<file path="src/rtl/mctl_pkg.sv">
package mctl_pkg;

    localparam int WORD_W   = 32;
    localparam int RATE_W   = 3;
    localparam int ENTRY_W  = 3;
    localparam int REGIONS  = 4;

    // bit positions decoded by neighbouring logic
    localparam int POS_DRIVE  = 25;
    localparam int POS_THRESH = 24;
    localparam int POS_RUN    = 22;
    localparam int POS_R0TYPE = 21;
    localparam int POS_RFMODE = 20;
    localparam int RATE_LSB   = 16;
    localparam int ENTRY_LSB  = 12;
    localparam int BRK_LSB    = 8;

    // positions the hardware pins at one
    localparam logic [WORD_W-1:0] RSVD_MASK = 32'hFC88_8000;
    // positions that feed a decoded output
    localparam logic [WORD_W-1:0] USED_MASK = 32'h0377_7F00;

    // entry-table code for the internal RAM; codes above it, except all ones, are reserved
    localparam logic [ENTRY_W-1:0] ENTRY_IRAM = 3'b011;

    typedef struct packed {
        logic                 drive_rail;
        logic                 thresh_5v;
        logic                 cpu_run;
        logic                 rgn0_non_dram;
        logic                 refresh_normal;
        logic [RATE_W-1:0]    rate;
        logic [ENTRY_W-1:0]   entry;
        logic [REGIONS-1:0]   brk_dis;
    } mctl_fields_t;

    function automatic logic [WORD_W-1:0] merge_word(input logic [WORD_W-1:0] data);
        return (data & ~RSVD_MASK) | RSVD_MASK;
    endfunction

    function automatic logic entry_is_rsvd(input logic [ENTRY_W-1:0] code);
        return (code > ENTRY_IRAM) && (code != '1);
    endfunction

endpackage

</file>
<file path="src/rtl/mctl_field_decode.sv">
module mctl_field_decode
    import mctl_pkg::*;
(
    input  logic [WORD_W-1:0] word,
    output mctl_fields_t      fields
);

    logic unused_bits;
    assign unused_bits = ^(word & ~USED_MASK);

    always_comb begin
        fields.drive_rail     = word[POS_DRIVE];
        fields.thresh_5v      = word[POS_THRESH];
        fields.cpu_run        = word[POS_RUN];
        fields.rgn0_non_dram  = word[POS_R0TYPE];
        fields.refresh_normal = word[POS_RFMODE];
        fields.rate           = word[RATE_LSB +: RATE_W];
        fields.entry          = word[ENTRY_LSB +: ENTRY_W];
        for (int i = 0; i < REGIONS; i++) begin
            fields.brk_dis[i] = word[BRK_LSB + i];
        end
    end

endmodule

</file>
<file path="src/rtl/mctl_refresh_timer.sv">
module mctl_refresh_timer #(
    parameter int RATE_W = 3
) (
    input  logic              clk,
    input  logic              rst_n,
    input  logic [RATE_W-1:0] rate,
    input  logic              restart,
    output logic              req
);

    localparam int                CNT_W    = (1 << RATE_W) - 1;
    localparam int                SPAN_W   = CNT_W + 1;
    localparam logic [RATE_W-1:0] OFF_CODE = '1;

    typedef struct packed {
        logic [CNT_W-1:0] cnt;
        logic             req;
    } tmr_t;

    tmr_t              tmr_d, tmr_q;
    logic [SPAN_W-1:0] span;
    logic [CNT_W-1:0]  term;

    // interval doubles for each step the code lies below the off code
    always_comb begin
        span = SPAN_W'(1) << (OFF_CODE - rate);
        term = CNT_W'(span - SPAN_W'(1));
    end

    always_comb begin
        tmr_d     = tmr_q;
        tmr_d.req = 1'b0;
        if (restart || rate == OFF_CODE) begin
            tmr_d.cnt = '0;
        end else if (tmr_q.cnt == term) begin
            tmr_d.cnt = '0;
            tmr_d.req = 1'b1;
        end else begin
            tmr_d.cnt = tmr_q.cnt + CNT_W'(1);
        end
    end

    always_ff @(posedge clk or negedge rst_n) begin
        if (!rst_n) begin
            tmr_q <= '0;
        end else begin
            tmr_q <= tmr_d;
        end
    end

    assign req = tmr_q.req;

endmodule

</file>
<file path="src/rtl/mctl_reg.sv">
module mctl_reg
    import mctl_pkg::*;
(
    input  logic                 clk,
    input  logic                 rst_n,
    input  logic                 wr_en,
    input  logic [WORD_W-1:0]    wr_data,
    output logic [WORD_W-1:0]    ctrl_word,
    output logic                 drive_rail,
    output logic                 thresh_5v,
    output logic                 cpu_run,
    output logic                 rgn0_non_dram,
    output logic                 refresh_normal,
    output logic [RATE_W-1:0]    refresh_rate,
    output logic [ENTRY_W-1:0]   entry_sel,
    output logic [REGIONS-1:0]   hold_break_dis,
    output logic                 refresh_req,
    output logic                 entry_code_err
);

    typedef struct packed {
        logic [WORD_W-1:0] word;
        logic              err;
    } reg_t;

    reg_t          reg_d, reg_q;
    mctl_fields_t  fld;
    logic          rate_restart;

    always_comb begin
        reg_d        = reg_q;
        reg_d.err    = 1'b0;
        rate_restart = 1'b0;
        if (wr_en) begin
            reg_d.word   = merge_word(wr_data);
            reg_d.err    = entry_is_rsvd(wr_data[ENTRY_LSB +: ENTRY_W]);
            rate_restart = (wr_data[RATE_LSB +: RATE_W] != reg_q.word[RATE_LSB +: RATE_W]);
        end
    end

    always_ff @(posedge clk or negedge rst_n) begin
        if (!rst_n) begin
            reg_q.word <= '1;
            reg_q.err  <= 1'b0;
        end else begin
            reg_q <= reg_d;
        end
    end

    mctl_field_decode u_dec (
        .word   (reg_q.word),
        .fields (fld)
    );

    mctl_refresh_timer #(
        .RATE_W (RATE_W)
    ) u_tmr (
        .clk     (clk),
        .rst_n   (rst_n),
        .rate    (fld.rate),
        .restart (rate_restart),
        .req     (refresh_req)
    );

    assign ctrl_word      = reg_q.word;
    assign entry_code_err = reg_q.err;
    assign drive_rail     = fld.drive_rail;
    assign thresh_5v      = fld.thresh_5v;
    assign cpu_run        = fld.cpu_run;
    assign rgn0_non_dram  = fld.rgn0_non_dram;
    assign refresh_normal = fld.refresh_normal;
    assign refresh_rate   = fld.rate;
    assign entry_sel      = fld.entry;
    assign hold_break_dis = fld.brk_dis;

endmodule

</file>
<file path="config.mk">
export PLATFORM = sky130hd
export DESIGN_NAME = mctl_reg
export DESIGN_NICKNAME = d
export VERILOG_FILES = /design/src/rtl/mctl_pkg.sv /design/src/rtl/mctl_field_decode.sv /design/src/rtl/mctl_refresh_timer.sv /design/src/rtl/mctl_reg.sv
export SDC_FILE = /design/constraint.sdc
export NUM_CORES = 1
export LEC_CHECK = 0
export BUFFER_PORTS_ARGS = -buffer_cell sky130_fd_sc_hd__buf_2
export CAP_MARGIN = 20
export CORE_ASPECT_RATIO = 0.6
export CORE_MARGIN = 2
export CORE_UTILIZATION = 45
export DETAILED_ROUTE_END_ITERATION = 10
export PLACE_DENSITY = 0.8
export SLEW_MARGIN = 15
export SYNTH_ARGS = -nofsm -noshare
export SYNTH_HDL_FRONTEND = slang
export SYNTH_SLANG_ARGS = --single-unit
</file>
<file path="constraint.sdc">
create_clock -name clk -period 8.03 [get_ports clk]
set_input_delay 2.0075 -clock clk [delete_from_list [all_inputs] [get_ports clk]]
set_output_delay 2.0075 -clock clk [all_outputs]
set_load 0.1 [all_outputs]
</file>
; ---- Word-level counts from Yosys, hierarchy flattened
; Cells that the tools add are included.
[op_classes]
n_addsub = 3
order_cmp = 1
eq_ne = 4
shift = 1
n_mux = 6
n_reduce_logical = 2
[ops]
columns = cell, n
row1 = $mux 7, 2
row2 = $add 7x1->7 const B, 1
row3 = $eq 7x7->1, 1
row4 = $shl 1x3->7 const A, 1
row5 = $sub 7x1->7 const B, 1
row6 = $mux 1, 4
row7 = $eq 3x3->1 const B, 1
row8 = $gt 3x2->1 const B, 1
row9 = $ne 3x3->1, 1
row10 = $ne 3x3->1 const B, 1
row11 = $sub 3x3->3 const A, 1
row12 = $logic_and 1x1->1, 1
row13 = $logic_or 1x1->1, 1
[word_totals]
regBits = 32
input_bits = 35
output_inout_bits = 49
wordCells = 21

; ---- Longest topological paths before layout
; Gate-level depths: netlist of the first run.
[depth]
word_depth = 6
ltp_mapped = 10

; ---- Modules after synthesis
; A second synthesis of the first run with hierarchy kept.
[unflattened]
cells_unflattened = 158
hier_area_um2 = 1884.3
[modules_own_cells]
columns = mod, instances, cells_each, area_each_um2, seq_area_each_um2
row1 = mctl_reg, 1, 67, 1111.1, 629.4
row2 = mctl_refresh_timer, 1, 76, 660.6, 200.2
row3 = mctl_field_decode, 1, 15, 112.6, 0.0

; ---- Least setup slack after synthesis of the first run
; OpenSTA, ideal clock, no wires.
[synth_path]
path_kind = reg2out
from = register, netlist name ctrl_word[17]
to = output refresh_rate[1]
arrival_ps = 1243
slack_ps = 4780
path_stages_with_launch = 2
n_path_buf = 1
cell_sequence = dfstp_2 -> buf_4
[synth_lines]
columns = item, line
row1 = "end, declared", mctl_reg.sv:14  ; output logic [RATE_W-1:0] refresh_rate,
; No word-level cell between the ends.

; ---- Final worst setup path of the first run
[layout_path]
from = register, netlist name ctrl_word[17]
to = output refresh_rate[1]
; No word-level cell between the ends.

==> impl_metrics.tcl, run 1 <==
set metrics [dict create \
    maxCapViolations 0 \
    min_period_over_period 0.4314 \
    hold_violations 0 \
    criticalPathCategory "flip-flop to output pin" \
    cts-root-buf "sky130_fd_sc_hd__clkbuf_8" \
    min_path_type "flip-flop to flip-flop" \
    grt_first_pass_wirelength_mm 5.161 \
    timing.final.max_slew_violations 0 \
    worst-r2r-setup-slack_ps 5140 \
    yosysWarningCount 0 \
    tightest_slew_ps 666.7 \
    critical_path_peak_fanout 15 \
    worst_slew_margin_relative_to_its_limit 0.5555 \
    preCtsSetupSlack_ps 4837 \
    pwr_dens_mw_per_mm2 288.4 \
    cpPeakStageDelay_ps 690 \
    ctsLongestPathBuffers 2 \
    ctsHtreeMaxLevel 2 \
    holdCritStartpoint "ctrl_word[14]" \
    unrepaired_setup_endpoints_after_global_routing "false" \
    fin_setup_tns_ps 0 \
    fp-row-count 17 \
    skew_ps 5.700 \
    largest_net_degree_at_the_start_of_global_routing 33 \
    worstPathArrival_ps 1460 \
    antenna_found_initial 0 \
    netlist_area_mm2 0.001735 \
    ys_seq_area_frac 0.4780 \
    drc 0 \
    synth_commonest_cells "sky130_fd_sc_hd__buf_4, sky130_fd_sc_hd__dfstp_2, sky130_fd_sc_hd__mux2_2, sky130_fd_sc_hd__nand2_1, sky130_fd_sc_hd__dfrtp_1" \
    length_in_cells_of_the_worst_reg_to_reg_path 8 \
    synth_area_per_cell_um2 11.27 \
    fp.coreArea_mm2 0.003680 \
    number_of_cells_on_the_worst_hold_path 2 \
    fillCellCount 330 \
    grtUsageTotal 0.1541 \
    post_synthesis_sequential_element_count 32 \
    drt_wirelength_mm 3.196 \
    result_of_the_run "finished, final reports clean" \
    yosys.area.top_type_share 0.3482 \
    cts-buffers-inserted 5 \
    drt_first_pass_iters 4 \
    first_global_vias 1090 \
    ctsResizeCount 0 \
    detailed_router_s_first_iteration_violation_count 56 \
    dpl.hpwl_mm 2.306 \
    timing.critical_path.max_delay_family "flip-flops" \
    cts_sinks 32 \
    static-leakage-power_nw 0.9564 \
    period_minus_slack_ps 3464 \
    gp_congestion 0.7399 \
    ant_nets 0 \
    finalNetCount 239 \
    synthDistinctLibCells 34 \
    asyncSetResetFlopFracSynth 1.000 \
    via_density_per_instance 4.824 \
    syn_inst 154 \
    count_of_buffer_and_inverter_cells_on_the_critical_path 1 \
    critical_path.reg2reg.startpoint "ctrl_word[17]" \
    cts_post_setup_buffers_inserted 0 \
    required_ps 6020 \
    postLayoutSetupSlackWorst_ps 4566 \
    yosys.cell_count.top_type "sky130_fd_sc_hd__buf_4" \
    path_cells "buf_2" \
    worstSkewPairLatency_ps 280 \
    synth_top_cells_by_area "sky130_fd_sc_hd__dfstp_2, sky130_fd_sc_hd__mux2_2, sky130_fd_sc_hd__dfrtp_1" \
    ys_flop_type "sky130_fd_sc_hd__dfstp_2" \
    drive_gt1_frac 0.5911 \
    tritoncts "done" \
    worst_path_max_delay_cell "sky130_fd_sc_hd__dfstp_2" \
    die_area_mm2 0.004386 \
    route.vias.total 1206 \
    setup_viol_count_final 0 \
    worst_hold_path.endpoint "ctrl_word[14]" \
    netlist.top_cell.by_area "sky130_fd_sc_hd__dfstp_2" \
    drt-wirelength-per-cell_um 12.78 \
    timing.fmax_ghz 0.2887 \
    num_antenna_cells 0 \
    seq_area_um2 829.5 \
    number_of_synthesized_flops_with_an_enable_pin 0 \
    setup.worst_path.end_class "output pin" \
    cts.hold.buffers_added 0 \
    vdd.ir_drop.worst_uv 153.0 \
    global_route.overflow_total 0 \
    numPlacedInstances 242 \
    final_std_cells_w_o_fill 250 \
    buffer_ports.inserted 65 \
    die_w_um 84.17 \
    die_height_um 52.11 \
    timing.critical_path.from_type "flip-flop" \
    areaGrowthSynthToFinish_pct 17.52 \
    clkSlewWorstSetupHoldPaths_ps 70 \
    area_occupied_by_multi_input_gates_um2 706.9 \
    floorplan.initialDensity 0.4716 \
    r2r_end "u_tmr.req" \
    io_pins 84 \
]
-- cell usage in the layout, fill, tap and decap left out, types with 4 or more instances in the layout --
| master | instances |
|---|---|
| sky130_fd_sc_hd__a21oi_1 | 4 |
| sky130_fd_sc_hd__buf_2 | 65 |
| sky130_fd_sc_hd__clkbuf_8 | 5 |
| sky130_fd_sc_hd__conb_1 | 9 |
| sky130_fd_sc_hd__dfrtp_1 | 9 |
| sky130_fd_sc_hd__dfstp_2 | 23 |
| sky130_fd_sc_hd__mux2_2 | 21 |
| sky130_fd_sc_hd__nand2_1 | 13 |
| sky130_fd_sc_hd__nand3_1 | 6 |
| sky130_fd_sc_hd__nor2_1 | 8 |
| sky130_fd_sc_hd__xnor2_1 | 8 |
| sky130_fd_sc_hd__xor2_1 | 4 |
-- registers in the layout, summed over array words and instances, names as in the netlist --
name,cells
ctrl_word,23
entry_code_err,1
u_tmr.req,1
u_tmr.tmr_q,7
-- routing by layer --
layer  GRT usage  part of all wire
met5           0                 0
met4     0.05645            0.0050
met3     0.06032             0.089
met2      0.2262              0.45
met1      0.2070              0.46
-- power by group --
part	internal (mW)	leakage, nW	total [mW]	switching [mW]
sequential	0.185	0.364	0.202	0.0166
clock	0.0917	0.0541	0.152	0.0603
combinational	0.0400	0.538	0.234	0.194
-- stage by stage --
step / hold WS (ps) / utilization / power [mW] / cell area [µm²]
final: 481.7 / 0.5542 / 0.5883 / 2039
after global routing: 502.5 / 0.5542 / 0.6131 / 2039
after CTS: 486.2 / 0.5542 / 0.5942 / 2039
after detailed placement: 480.4 / 0.5240 / 0.4390 / 1928
after global placement: 466.4 / 0.5240 / 0.4368 / 1928
after floorplan: 484.1 / - / 0.4216 / 1765
-- cell type report --
class | instances | area share
clock buffers | 5 | 0.03374
clock inverters | 3 | 0.02086
inverters | 2 | 0.003681
multi-input cells | 96 | 0.3466
flip-flops and latches | 32 | 0.4067
well taps | 47 | 0.02883
repair buffers | 65 | 0.1595
-- worst max-delay path by stage --
stage,start,endpoint,depth (start not counted),slack [ps]
finish,ctrl_word[17],refresh_rate[1],1,4570
global route,ctrl_word[17],ctrl_word[17],1,4520
CTS,ctrl_word[17],ctrl_word[17],1,4560
detailed placement,wr_en,u_tmr.req,4,4840
global placement,wr_en,u_tmr.req,4,4850
floorplan,ctrl_word[17],refresh_rate[1],1,4780
-- kinds of logic after synthesis --
kind of cell / after synthesis / share of synthesized area
muxes: 21 / 0.1363
adders and majority gates: 2 / 0.01442
DFF: 32 / 0.4780
xor gates and xnor gates: 12 / 0.06056
buffers and inverters: 34 / 0.1319
AOI/OAI and AO/OA: 13 / 0.05912
and+or+nand+nor: 39 / 0.1175
other: 1 / 0.002161
-- tightest hold or removal path, delay by kind of cell, from the launching register on --
kind / cells / cell delay, ps
AO/OA/AOI/OAI: 1 / 60
buffers and inverters: 1 / 40
flip-flops: 1 / 380
Note: power is estimated with default switching activity, not from simulation.
==> run 2: changes to the inputs <==
- clock period: 8.03 -> 3.58 ns (I/O delays scaled with it)
==> impl_metrics.tcl, run 2 (synthesis results as in run 1) <==
set metrics [dict create \
    result_of_the_run "finished, final reports clean" \
    io_pins 84 \
    setup_viol_count_final 0 \
    critical_path_peak_fanout 15 \
    post-route-cell-area_mm2 0.002039 \
    largest_net_degree_at_the_start_of_global_routing 33 \
    skew_ps 4.338 \
    global_route.overflow_total 0 \
    fillCellCount 323 \
    worst-r2r-setup-slack_ps 700 \
    drt-wirelength-per-cell_um 12.78 \
    timing.critical_path.max_delay_family "simple AND/OR/NAND/NOR gates" \
    worstSkewPairLatency_ps 280 \
    number_of_cells_on_the_worst_hold_path 2 \
    cp.depth 8 \
    clkSlewWorstSetupHoldPaths_ps 70 \
    grt_first_pass_wirelength_mm 5.161 \
    drive_gt1_frac 0.5911 \
    pwr_dens_mw_per_mm2 646.5 \
    first_global_vias 1091 \
    timing.final.max_slew_violations 0 \
    period_minus_slack_ps 2881 \
    buffer_ports.inserted 65 \
    cts_post_setup_buffers_inserted 0 \
    setup.worst_path.end_class "flip-flop" \
    postLayoutSetupSlackWorst_ps 699.0 \
    criticalPathCategory "flip-flop to flip-flop" \
    ctsLongestPathBuffers 2 \
    tritoncts "done" \
    die_w_um 84.17 \
    route.vias.total 1219 \
    fp.coreArea_mm2 0.003680 \
    dpl-instance-area_mm2 0.001928 \
    cts.hold.buffers_added 0 \
    tightest_slew_ps 681.9 \
    drt_wirelength_mm 3.195 \
    num_antenna_cells 0 \
    drc 0 \
    die_area_mm2 0.004386 \
    gp_congestion 0.7540 \
    worst_slew_margin_relative_to_its_limit 0.5454 \
    via_density_per_instance 4.876 \
    finalNetCount 239 \
    cts-root-buf "sky130_fd_sc_hd__clkbuf_8" \
    r2r_end "u_tmr.req" \
    worst_path_max_delay_cell "sky130_fd_sc_hd__dfstp_2" \
    hold_violations 0 \
    fp-row-count 17 \
    fin_setup_tns_ps 0 \
    critPathLaunch "ctrl_word[17]" \
    static-leakage-power_nw 0.9564 \
    largest_register_ff_count 23 \
    maxCapViolations 0 \
    cts-buffers-inserted 5 \
    fin_hold_ws_ps 489.0 \
    count_of_buffer_and_inverter_cells_on_the_critical_path 0 \
    worstPathArrival_ps 3100 \
    timing.fmax_ghz 0.3471 \
    areaGrowthSynthToFinish_pct 17.52 \
    ant_nets 0 \
    critical_path.reg2reg.startpoint "ctrl_word[17]" \
    length_in_cells_of_the_worst_reg_to_reg_path 8 \
    antenna_found_initial 0 \
    detailed_router_s_first_iteration_violation_count 73 \
    drt_first_pass_iters 4 \
    die_height_um 52.11 \
    ctsResizeCount 0 \
    floorplan.initialDensity 0.4716 \
    grtUsageTotal 0.1543 \
    timing.critical_path.from_type "flip-flop" \
    capturing_element_of_the_worst_setup_path "u_tmr.req" \
    min_path_type "flip-flop to flip-flop" \
    preCtsSetupSlack_ps 727.8 \
    min_period_over_period 0.8048 \
    unrepaired_setup_endpoints_after_global_routing "false" \
    required_ps 3800 \
    path_cells "nand2_1, or2_2, ha_1, xnor2_1, or4bb_1, a311oi_2, o31a_4, and2_1" \
    ctsHtreeMaxLevel 2 \
    cpPeakStageDelay_ps 680 \
    layout.cells.most_common "sky130_fd_sc_hd__buf_2" \
    cts_sinks 32 \
    vdd.ir_drop.worst_uv 325.3 \
    power.total_mw 1.319 \
    dpl.hpwl_mm 2.279 \
    layout.cells.most_common_list "sky130_fd_sc_hd__buf_2, sky130_fd_sc_hd__dfstp_2, sky130_fd_sc_hd__mux2_2" \
]
run 2: routing by layer:
layer | share of wire | track usage
met4 | 0.012 | 0.07527
met1 | 0.48 | 0.2054
met3 | 0.088 | 0.05079
met5 | 0 | 0
met2 | 0.42 | 0.2275
run 2: worst min path at each step:
stage                         from             end  slack (ps)
finish               ctrl_word[14]   ctrl_word[14]         490
global route         ctrl_word[14]   ctrl_word[14]         510
CTS                  ctrl_word[14]   ctrl_word[14]         490
detailed placement   ctrl_word[14]   ctrl_word[14]         490
global placement     ctrl_word[14]   ctrl_word[14]         470
floorplan           u_tmr.tmr_q[1]  u_tmr.tmr_q[1]         480
run 2: report_power, final:
part | internal, mW | switching, mW
Combinational | 0.0898 | 0.436
Sequential | 0.416 | 0.0365
Clock | 0.206 | 0.134
run 2: stage by stage:
stage / util / cells
3_3_place_gp: 0.5240 / 242
3_5_place_dp: 0.5240 / 242
4_1_cts: 0.5542 / 250
6_report: 0.5542 / 250
2_1_floorplan: - / 162
5_1_grt: 0.5542 / 250
run 2: cell type report:
cell class / count / area, µm² / share of cell area
tap: 47 / 58.81 / 0.02883
clock buffer: 5 / 68.82 / 0.03374
multi-input combinational: 96 / 706.9 / 0.3466
inverter: 2 / 7.507 / 0.003681
sequential: 32 / 829.5 / 0.4067
clock inverter: 3 / 42.54 / 0.02086
timing repair buffer: 65 / 325.3 / 0.1595
run 2: worst register-to-register path, delay by kind of cell, from the launching register on:
kind	cells	cell delay (ps)
AOI/OAI and AO/OA	2	540
DFF	1	680
and+or+nand+nor	4	1050
adders and majority gates	1	290
xor gates and xnor gates	1	250
